==> src/rtl/sdr_trim_pkg.sv <==
package sdr_trim_pkg;
  typedef enum logic [1:0] {CMD_NONE, CMD_BSTOP, CMD_READ} term_cmd_e;

  typedef struct packed {
    logic cs_n;
    logic ras_n;
    logic cas_n;
    logic we_n;
  } cmd_pins_t;

  function automatic cmd_pins_t encode_cmd(term_cmd_e c);
    case (c)
      CMD_BSTOP: encode_cmd = '{cs_n: 1'b0, ras_n: 1'b1, cas_n: 1'b1, we_n: 1'b0};
      CMD_READ:  encode_cmd = '{cs_n: 1'b0, ras_n: 1'b1, cas_n: 1'b0, we_n: 1'b1};
      default:   encode_cmd = '{cs_n: 1'b1, ras_n: 1'b1, cas_n: 1'b1, we_n: 1'b1};
    endcase
  endfunction
endpackage

==> src/rtl/sdr_trim_track.sv <==
module sdr_trim_track #(
  parameter int BL    = 4,
  parameter int CNT_W = 5
) (
  input  logic             clk_i,
  input  logic             rst_ni,
  input  logic             start_i,
  input  logic             start_wr_i,
  input  logic             start_ap_i,
  input  logic [1:0]       cas_lat_i,
  output logic             active_o,
  output logic [CNT_W-1:0] cnt_o,
  output logic             wr_o,
  output logic             ap_o,
  output logic [1:0]       cl_o
);
  localparam logic [CNT_W-1:0] BL_C = CNT_W'(BL);

  logic [CNT_W-1:0] last_c;

  // last alive cycle: write ends on its final beat, read on final data beat
  always_comb begin
    if (wr_o) last_c = BL_C - 1'b1;
    else      last_c = {{(CNT_W-2){1'b0}}, cl_o} + BL_C - 1'b1;
  end

  always_ff @(posedge clk_i or negedge rst_ni) begin
    if (!rst_ni) begin
      active_o <= 1'b0;
      cnt_o    <= '0;
      wr_o     <= 1'b0;
      ap_o     <= 1'b0;
      cl_o     <= 2'd0;
    end else if (start_i) begin
      active_o <= 1'b1;
      cnt_o    <= CNT_W'(1);
      wr_o     <= start_wr_i;
      ap_o     <= start_ap_i;
      cl_o     <= cas_lat_i;
    end else if (active_o) begin
      if (cnt_o >= last_c) active_o <= 1'b0;
      else                 cnt_o    <= cnt_o + 1'b1;
    end
  end
endmodule

==> src/rtl/sdr_trim_decide.sv <==
module sdr_trim_decide #(
  parameter int BL    = 4,
  parameter int LEN_W = 3,
  parameter int CNT_W = 5
) (
  input  logic             clk_i,
  input  logic             rst_ni,
  input  logic             start_i,
  input  logic             start_wr_i,
  input  logic             start_ap_i,
  input  logic             active_i,
  input  logic [CNT_W-1:0] cnt_i,
  input  logic             wr_i,
  input  logic             ap_i,
  input  logic             req_i,
  input  logic [LEN_W-1:0] len_i,
  input  logic             rd_mode_i,
  output logic             pend_o,
  output logic [CNT_W-1:0] stop_at_o,
  output logic             use_rd_o,
  output logic             err_o
);
  localparam logic [CNT_W-1:0] BL_C = CNT_W'(BL);

  logic [CNT_W-1:0] now_c, len_c;
  logic cur_ap, cur_wr, pend_eff, consider, refuse, accept;

  assign now_c    = start_i ? '0 : cnt_i;
  assign cur_ap   = start_i ? start_ap_i : ap_i;
  assign cur_wr   = start_i ? start_wr_i : wr_i;
  assign len_c    = CNT_W'(len_i);
  assign pend_eff = pend_o & ~start_i;
  // N >= BL needs no stop; only real truncations are judged
  assign consider = req_i & (start_i | active_i) & ~pend_eff & (len_c < BL_C);
  assign refuse   = consider & (cur_ap | (len_c <= now_c));
  assign accept   = consider & ~refuse;

  always_ff @(posedge clk_i or negedge rst_ni) begin
    if (!rst_ni) begin
      pend_o    <= 1'b0;
      stop_at_o <= '0;
      use_rd_o  <= 1'b0;
      err_o     <= 1'b0;
    end else begin
      pend_o <= pend_eff | accept;
      err_o  <= refuse;
      if (accept) begin
        stop_at_o <= len_c;
        use_rd_o  <= rd_mode_i & cur_wr;
      end
    end
  end
endmodule

==> src/rtl/sdr_trim_drive.sv <==
module sdr_trim_drive
  import sdr_trim_pkg::*;
#(
  parameter int BL    = 4,
  parameter int CNT_W = 5
) (
  input  logic             clk_i,
  input  logic             rst_ni,
  input  logic             start_i,
  input  logic             start_wr_i,
  input  logic             active_i,
  input  logic [CNT_W-1:0] cnt_i,
  input  logic             wr_i,
  input  logic [1:0]       cl_i,
  input  logic             pend_i,
  input  logic [CNT_W-1:0] stop_at_i,
  input  logic             use_rd_i,
  output cmd_pins_t        pins_o,
  output logic             dqm_o,
  output logic             dvalid_o
);
  localparam logic [CNT_W-1:0] BL_C = CNT_W'(BL);

  logic             fire, old_beat;
  term_cmd_e        cmd;
  logic [CNT_W-1:0] keep_c, cl_c, mask_q;

  assign fire     = active_i & pend_i & (cnt_i == stop_at_i);
  assign cmd      = !fire ? CMD_NONE : (use_rd_i ? CMD_READ : CMD_BSTOP);
  assign pins_o   = encode_cmd(cmd);
  assign keep_c   = pend_i ? stop_at_i : BL_C;
  assign cl_c     = {{(CNT_W-2){1'b0}}, cl_i};
  assign old_beat = active_i & ~start_i;

  always_comb begin
    dvalid_o = start_i & start_wr_i;
    if (old_beat && wr_i && cnt_i < keep_c) dvalid_o = 1'b1;
    if (old_beat && !wr_i && cnt_i >= cl_c && cnt_i < cl_c + keep_c) dvalid_o = 1'b1;
  end

  // mask the write cycles left behind an interrupting read
  always_ff @(posedge clk_i or negedge rst_ni) begin
    if (!rst_ni)               mask_q <= '0;
    else if (fire && use_rd_i) mask_q <= BL_C - 1'b1 - stop_at_i;
    else if (mask_q != '0)     mask_q <= mask_q - 1'b1;
  end

  assign dqm_o = (fire & use_rd_i) | (mask_q != '0);
endmodule

==> src/rtl/sdr_burst_trim.sv <==
module sdr_burst_trim
  import sdr_trim_pkg::*;
#(
  parameter int BL     = 4,
  parameter int CL_MAX = 3,
  parameter int LEN_W  = $clog2(BL) + 1
) (
  input  logic             clk_i,
  input  logic             rst_ni,
  input  logic             start_i,
  input  logic             start_wr_i,
  input  logic             start_ap_i,
  input  logic [1:0]       cas_lat_i,
  input  logic             trunc_req_i,
  input  logic [LEN_W-1:0] trunc_len_i,
  input  logic             trunc_rd_i,
  output logic             cs_n_o,
  output logic             ras_n_o,
  output logic             cas_n_o,
  output logic             we_n_o,
  output logic             dqm_o,
  output logic             dvalid_o,
  output logic             err_o
);
  localparam int CNT_W = LEN_W + $clog2(CL_MAX + 1);

  logic             trk_active, trk_wr, trk_ap;
  logic [CNT_W-1:0] trk_cnt, stop_at;
  logic [1:0]       trk_cl;
  logic             pend, use_rd;
  cmd_pins_t        pins;

  sdr_trim_track #(.BL(BL), .CNT_W(CNT_W)) u_track (
    .clk_i, .rst_ni, .start_i, .start_wr_i, .start_ap_i, .cas_lat_i,
    .active_o(trk_active), .cnt_o(trk_cnt), .wr_o(trk_wr), .ap_o(trk_ap), .cl_o(trk_cl)
  );

  sdr_trim_decide #(.BL(BL), .LEN_W(LEN_W), .CNT_W(CNT_W)) u_decide (
    .clk_i, .rst_ni, .start_i, .start_wr_i, .start_ap_i,
    .active_i(trk_active), .cnt_i(trk_cnt), .wr_i(trk_wr), .ap_i(trk_ap),
    .req_i(trunc_req_i), .len_i(trunc_len_i), .rd_mode_i(trunc_rd_i),
    .pend_o(pend), .stop_at_o(stop_at), .use_rd_o(use_rd), .err_o
  );

  sdr_trim_drive #(.BL(BL), .CNT_W(CNT_W)) u_drive (
    .clk_i, .rst_ni, .start_i, .start_wr_i,
    .active_i(trk_active), .cnt_i(trk_cnt), .wr_i(trk_wr), .cl_i(trk_cl),
    .pend_i(pend), .stop_at_i(stop_at), .use_rd_i(use_rd),
    .pins_o(pins), .dqm_o, .dvalid_o
  );

  assign cs_n_o  = pins.cs_n;
  assign ras_n_o = pins.ras_n;
  assign cas_n_o = pins.cas_n;
  assign we_n_o  = pins.we_n;
endmodule

==> config.mk <==
export PLATFORM = sky130hd
export DESIGN_NAME = sdr_burst_trim
export DESIGN_NICKNAME = d
export VERILOG_FILES = /design/src/rtl/sdr_trim_pkg.sv /design/src/rtl/sdr_trim_track.sv /design/src/rtl/sdr_trim_decide.sv /design/src/rtl/sdr_trim_drive.sv /design/src/rtl/sdr_burst_trim.sv
export SDC_FILE = /design/constraint.sdc
export NUM_CORES = 1
export LEC_CHECK = 0
export BUFFER_PORTS_ARGS = -buffer_cell sky130_fd_sc_hd__buf_2
export CORE_MARGIN = 2
export CORE_UTILIZATION = 55
export DETAILED_ROUTE_END_ITERATION = 10
export GPL_ROUTABILITY_DRIVEN = 0
export PLACE_DENSITY = 0.76
export SETUP_SLACK_MARGIN = 0.15
export SLEW_MARGIN = 40
export SYNTH_ARGS = -nofsm -noshare
export SYNTH_HDL_FRONTEND = slang
export SYNTH_SLANG_ARGS = --single-unit
==> constraint.sdc <==
create_clock -name clk_i -period 4.33 [get_ports clk_i]
set_clock_uncertainty 0.1 [all_clocks]
set_input_delay 0.6495 -clock clk_i [delete_from_list [all_inputs] [get_ports clk_i]]
set_output_delay 0.6495 -clock clk_i [all_outputs]
set_load 0.005 [all_outputs]
# --- Yosys cells after proc, flatten, opt, wreduce, memory -nomap -nowiden ---
# Index checks and enable logic that the tools add are counted.
word_totals:
  regBits: 21
  wordCells: 74
op_classes:
  add_sub_neg: 6
  order_cmp: 6
  eq_ne: 4
  n_mux: 18
  bitwise_logic: 19
  n_reduce_logical: 11
ops:
  columns: ["cell", "n"]
  rows:
  - ["5-bit 2-to-1 mux", 7]
  - ["1-bit AND", 12]
  - ["5-bit < comparator", 2]
  - ["5-bit by 1-bit subtractor with 5-bit output (second input constant)", 2]
  - ["4-bit case mux with 2 select lines", 1]
  - ["1-bit 2-to-1 mux", 7]
  - ["1-bit logical AND", 6]
  - ["2-bit by 5-bit adder with 5-bit output", 1]
  - ["5-bit by 1-bit adder with 5-bit output (second input constant)", 1]
  - ["5-bit by 3-bit == test with 1-bit output", 1]
  - ["5-bit by 2-bit greater-or-equal comparator with 1-bit output", 1]
  - ["5-bit greater-or-equal comparator", 1]
  - ["3-bit by 5-bit <= comparator with 1-bit output", 1]
  - ["5-bit nonzero test", 1]
  - ["2-bit by 3-bit adder with 4-bit output (second input constant)", 1]
  - ["2-bit 2-to-1 mux", 2]
  - ["1-bit OR", 4]
  - ["2-bit nonzero test", 2]
  - ["2-bit by 3-bit subtractor with 4-bit output (first input constant)", 1]
  - ["3-bit < comparator (second input constant)", 1]
  - ["3-bit 2-to-1 mux", 1]
  - ["1-bit NOT", 3]
  - ["2-bit by 1-bit == test with 1-bit output (second input constant)", 1]
  - ["2-bit == test (second input constant)", 1]
  - ["other kinds (3)", 3]

# --- Depth between registers and ports, before layout ---
logic_depth:
  ltp_word: 9
  mapped_depth: 10

# --- Cells and area by module ---
# A second synthesis with hierarchy kept.
unflattened:
  cells_unflattened: 172
  hier_area_um2: 1742.9
by_module_without_submodules:
  columns: ["module", "instances", "cells_per_inst", "area_each_um2", "seq_area_each_um2"]
  rows:
  - ["sdr_trim_drive", 1, 90, 819.5, 125.1]
  - ["sdr_trim_track", 1, 46, 533.0, 250.2]
  - ["sdr_trim_decide", 1, 36, 390.4, 150.1]

# --- Least setup slack after synthesis ---
# No wires, ideal clock.
synth_timing:
  path_kind: "register to output"
  startpoint: "reg u_decide.pend_o"
  endpoint: "out dvalid_o"
  arrival_time_ns: 1.908
  required_time_ns: 3.580
  slack_ns: 1.673
  path_stages_with_launch: 11
  n_path_buf: 0
  path_cell_list: "dfrtp_1 -> nand2_1 -> inv_1 -> ha_1 -> a21oi_1 -> or2_2 -> ha_1 -> nor3_1 -> nand3b_1 -> a31o_2 -> o211ai_1"
synth_via:
  elab_chain_len: 5
  elab_cells_between_ends: 8
synth_rtl:
  columns: ["item", "line_no", "text"]
  rows:
  - ["from (decl)", "sdr_trim_decide.sv:18", "output logic pend_o,"]
  - ["from (signal assigned)", "sdr_trim_decide.sv:45", "pend_o <= pend_eff | accept;"]
  - ["3-bit 2-to-1 mux (*)", "sdr_trim_drive.sv:31", "assign keep_c = pend_i ? stop_at_i : BL_C;"]
  - ["2-bit by 5-bit adder with 5-bit output or 5-bit < comparator (tied branches)", "sdr_trim_drive.sv:38, sdr_trim_drive.sv:37", null]
  - ["5-bit < comparator or 1-bit logical AND (tied branches)", "sdr_trim_drive.sv:38, sdr_trim_drive.sv:37", null]
  - ["1-bit logical AND or 1-bit 2-to-1 mux (tied branches)", "sdr_trim_drive.sv:38, sdr_trim_drive.sv:37", null]
  - ["1-bit 2-to-1 mux (*)", "sdr_trim_drive.sv:38", "if (old_beat && !wr_i && cnt_i >= cl_c && cnt_i < cl_c + keep_c) dvalid_o = 1'b1;"]
  - ["to (decl)", "sdr_burst_trim.sv:22", "output logic dvalid_o,"]
# Mark *: on every way between the ends. The rest lies on a longest branch, timed or not.

# --- Final worst setup path ---
# Same ends and word-level chain as after synthesis.

==> impl_metrics.env <==
export IMPL_status="finished clean"
export IMPL_yosys_warnings=0
export IMPL_syn_to_final_growth_pct=8.85
export IMPL_p_per_area_nw_per_um2=499
export IMPL_gr_total_overflow=0
export IMPL_hold_ws_ns=0.165
export IMPL_synth_simple_area_share_pct=17.8
export IMPL_finalMaxSlewViolations=0
export IMPL_core_um2=2520
export IMPL_required_ns=3.58
export IMPL_crit_type="reg2out"
export IMPL_synth_net_count=184
export IMPL_syn_inst=152
export IMPL_synth_top_area_cell="dfrtp_1"
export IMPL_setup_ws_ns=1.07
export IMPL_multi_input_area_um2=897
export IMPL_cts_resized=0
export IMPL_via_per_inst=5.54
export IMPL_synth_top_cell_area_share_pct=35.1
export IMPL_cp_slowest_cell="dfrtp_1"
export IMPL_syn_area_um2=1500
export IMPL_synth_top_family_by_area="simple AND/OR/NAND/NOR gates"
export IMPL_first_pass_iters=4
export IMPL_fin_nets=202
export IMPL_drc=0
export IMPL_postSynthAreaPerCell_um2=9.86
export IMPL_cts_hold_buffers_added=0
export IMPL_cts_inserted_buffers=3
export IMPL_clk_latency_ns=0.31
export IMPL_path_max_fanout=6
export IMPL_place_ws_ns=1.44
export IMPL_synthAdderAreaFrac_pct=17.2
export IMPL_hold_viol=0
export IMPL_switching_power_mw=0.320
export IMPL_p_leak_nw=0.814
export IMPL_slew_headroom_pct=65.1
export IMPL_synth_edf_count=0
export IMPL_synthTopCellsByArea="dfrtp_1 (35%), ha_1 (16%), mux2i_1 (4.0%)"
export IMPL_postRouteAntennaNets=0
export IMPL_peakVddDrop_mv=0.388
export IMPL_clk_pin_slew_worst_paths_ns=0.14
export IMPL_synthArstFlopShare_pct=100
export IMPL_cts_sinks=21
export IMPL_r2r_start="u_track.cl_o[1]$_DFFE_PN0P_"
export IMPL_h_tree_depth=1
export IMPL_crit_top_cell="ha_1"
export IMPL_fin_cells=199
export IMPL_power_internal_mw=0.494
export IMPL_ys_seq_elements=21
export IMPL_grt_use_total_pct=20.5
export IMPL_tightest_slew_ns=0.510
export IMPL_io_pins=19
export IMPL_critical_path_buf_inv_count=2
export IMPL_finalSetupViolCount=0
export IMPL_worst_path_largest_cell_delay_ns=0.45
export IMPL_clock_root_buffer="clkbuf_4"
export IMPL_period_needed_ns=3.26
export IMPL_rsz0062_at_grt="false"
export IMPL_layout_drive_gt1_share_pct=21.3
export IMPL_synth_area_mux_share_pct=10.8
export IMPL_maxCapViolCount=0
export IMPL_die_area_um2=3160
export IMPL_setup_worst_path_start="u_decide.pend_o$_DFF_PN0_"
export IMPL_drt_iter0_markers=47
export IMPL_start_kind="flip-flop"
export IMPL_end_kind="output port"
export IMPL_wirelength_mm=2.87
export IMPL_n_fill_cell=217
export IMPL_max_freq_mhz=307
export IMPL_synth_distinct_cells=40
export IMPL_synth_compound_area_share_pct=9.93
export IMPL_cts_setup_buffers=0
export IMPL_clkPwrFrac_pct=12.8
export IMPL_place_area_um2=1600
export IMPL_dp_cells=195
export IMPL_antenna_found_initial=0
export IMPL_finalCritPeriodShare_pct=75.3
export IMPL_netlist_top_cells_count="dfrtp_1 (21), ha_1 (19), inv_1 (15), nand2_1 (11)"
export IMPL_seq_area_um2=526
export IMPL_synth_xor_area_share_pct=3.51
export IMPL_path_cells="nand2_1 -> inv_1 -> ha_1 -> a21oi_1 -> or2_2 -> ha_1 -> nor3_1 -> nand3b_1 -> a31o_2 -> o211ai_1 -> buf_2"
export IMPL_design_area_um2=1630
export IMPL_sw_frac_of_total_pct=39.3
export IMPL_power_frac_seq_pct=40.1
export IMPL_arrival_ns=2.51
export IMPL_post_dp_hpwl_mm=2.24
export IMPL_synth_most_common_cell="dfrtp_1"
export IMPL_diodes=0
export IMPL_io_buffers=17
export IMPL_synthFlopType="dfrtp_1"
export IMPL_dr_total_vias=1103
export IMPL_ys_seq_area_share_pct=35.1
export IMPL_placementRows=18
export IMPL_die_width_um=56.2
export IMPL_start_util_pct=59.4
export IMPL_grt_max_degree=22
export IMPL_p_comb_share_pct=47.2
export IMPL_routedWlPerCell_um=14.4
export IMPL_grt_pass1_vias=1125
export IMPL_grt_pass1_wl_mm=5.07
export IMPL_tns_ns=0
export IMPL_path_delay_family="simple AND/OR/NAND/NOR gates"
export IMPL_die_h_um=56.2
export IMPL_cts_tree="yes"
export IMPL_clock_path_buffers=2
export IMPL_hold_class="in2async"
==> placed cells by master, fill, tap and decap left out, types with 2 or more instances in the layout <==
| cell | Yosys | routed |
|---|---|---|
| a21oi_1 | 4 | 4 |
| or2_2 | 3 | 3 |
| o21ai_0 | 9 | 9 |
| xor2_1 | 3 | 3 |
| nor2b_1 | 4 | 4 |
| nand2b_1 | 9 | 9 |
| buf_2 | 0 | 17 |
| nand3b_1 | 2 | 2 |
| a21o_1 | 2 | 2 |
| mux2i_1 | 6 | 6 |
| xnor2_1 | 3 | 3 |
| mux2_4 | 3 | 3 |
| nor2_1 | 8 | 8 |
| inv_1 | 15 | 15 |
| ha_1 | 19 | 19 |
| mux2_2 | 5 | 5 |
| clkbuf_4 | 0 | 3 |
| nor3_1 | 2 | 2 |
| dfrtp_1 | 21 | 21 |
| nand2_1 | 11 | 11 |
==> cell type report <==
cell class / instances / share of cell area [%]
Clock buffer: 3 / 1.38
Clock inverter: 1 / 0.460
Tap cell: 30 / 2.30
Multi-Input combinational cell: 112 / 55.0
Inverter: 15 / 3.45
Sequential cell: 21 / 32.2
Timing Repair Buffer: 17 / 5.21
==> worst register-to-register path, cell delays in order, from the launching register on <==
cell       delay (ns)
dfrtp_1          0.41
inv_1            0.15
ha_1             0.25
nor2b_1          0.13
ha_1             0.27
a21o_1           0.17
a2111oi_0        0.52
mux2i_1          0.24
==> power groups by stage <==
stage	clock, mW	sequential [mW]	combinational [mW]
after detailed placement	0	0.330	0.384
after global placement	0	0.326	0.365
after floorplan	0	0.308	0.310
after global routing	0.113	0.337	0.441
after CTS	0.106	0.325	0.387
final	0.104	0.326	0.384
==> state kept, by name, summed over array words and instances, names as in the netlist <==
| name | cells |
|---|---|
| u_decide.err_o | 1 |
| u_decide.use_rd_o | 1 |
| u_drive.mask_q | 5 |
| u_decide.stop_at_o | 3 |
| u_track.active_o | 1 |
| u_decide.pend_o | 1 |
| u_track.cnt_o | 5 |
| u_track.ap_o | 1 |
| u_track.cl_o | 2 |
| u_track.wr_o | 1 |
==> kinds of logic after synthesis <==
logic type,count (synthesis)
simple gates,48
compound gates,23
flops,21
fa+ha+maj,20
buf+inv,19
mux,14
xor+xnor,6
other cells,1
==> per-stage QoR <==
stage | power [mW] | utilization, %
final | 0.814 | 64.7
after floorplan | 0.618 | -
after CTS | 0.817 | 64.4
after global placement | 0.691 | 63.2
after global routing | 0.891 | 64.7
after detailed placement | 0.713 | 63.2
==> final timing paths <==
kind	end	slack (ns)	depth (start not counted)
worst max-delay path	dvalid_o	1.07	11
worst min-delay path	u_drive.mask_q[4]$_DFFE_PN0P_	0.17	1
worst max register to register	u_track.cnt_o[2]$_DFFE_PN0P_	2.02	7
worst min register to register	u_track.ap_o$_DFF_PN0_	0.43	1
max in group asynchronous	u_drive.mask_q[0]$_DFFE_PN0P_	3.64	1
min in group clk_i	u_track.ap_o$_DFF_PN0_	0.43	1
==> metal layers <==
metal  GRT usage [%]  part of all wire, %  vias up
met5               0                    0        -
met3            2.09                  2.4        2
li1                -                    -      557
met1            26.6                   46      528
met4            6.12                 0.84        0
met2            35.8                   51       16
Power figures use the tool's default switching activity.
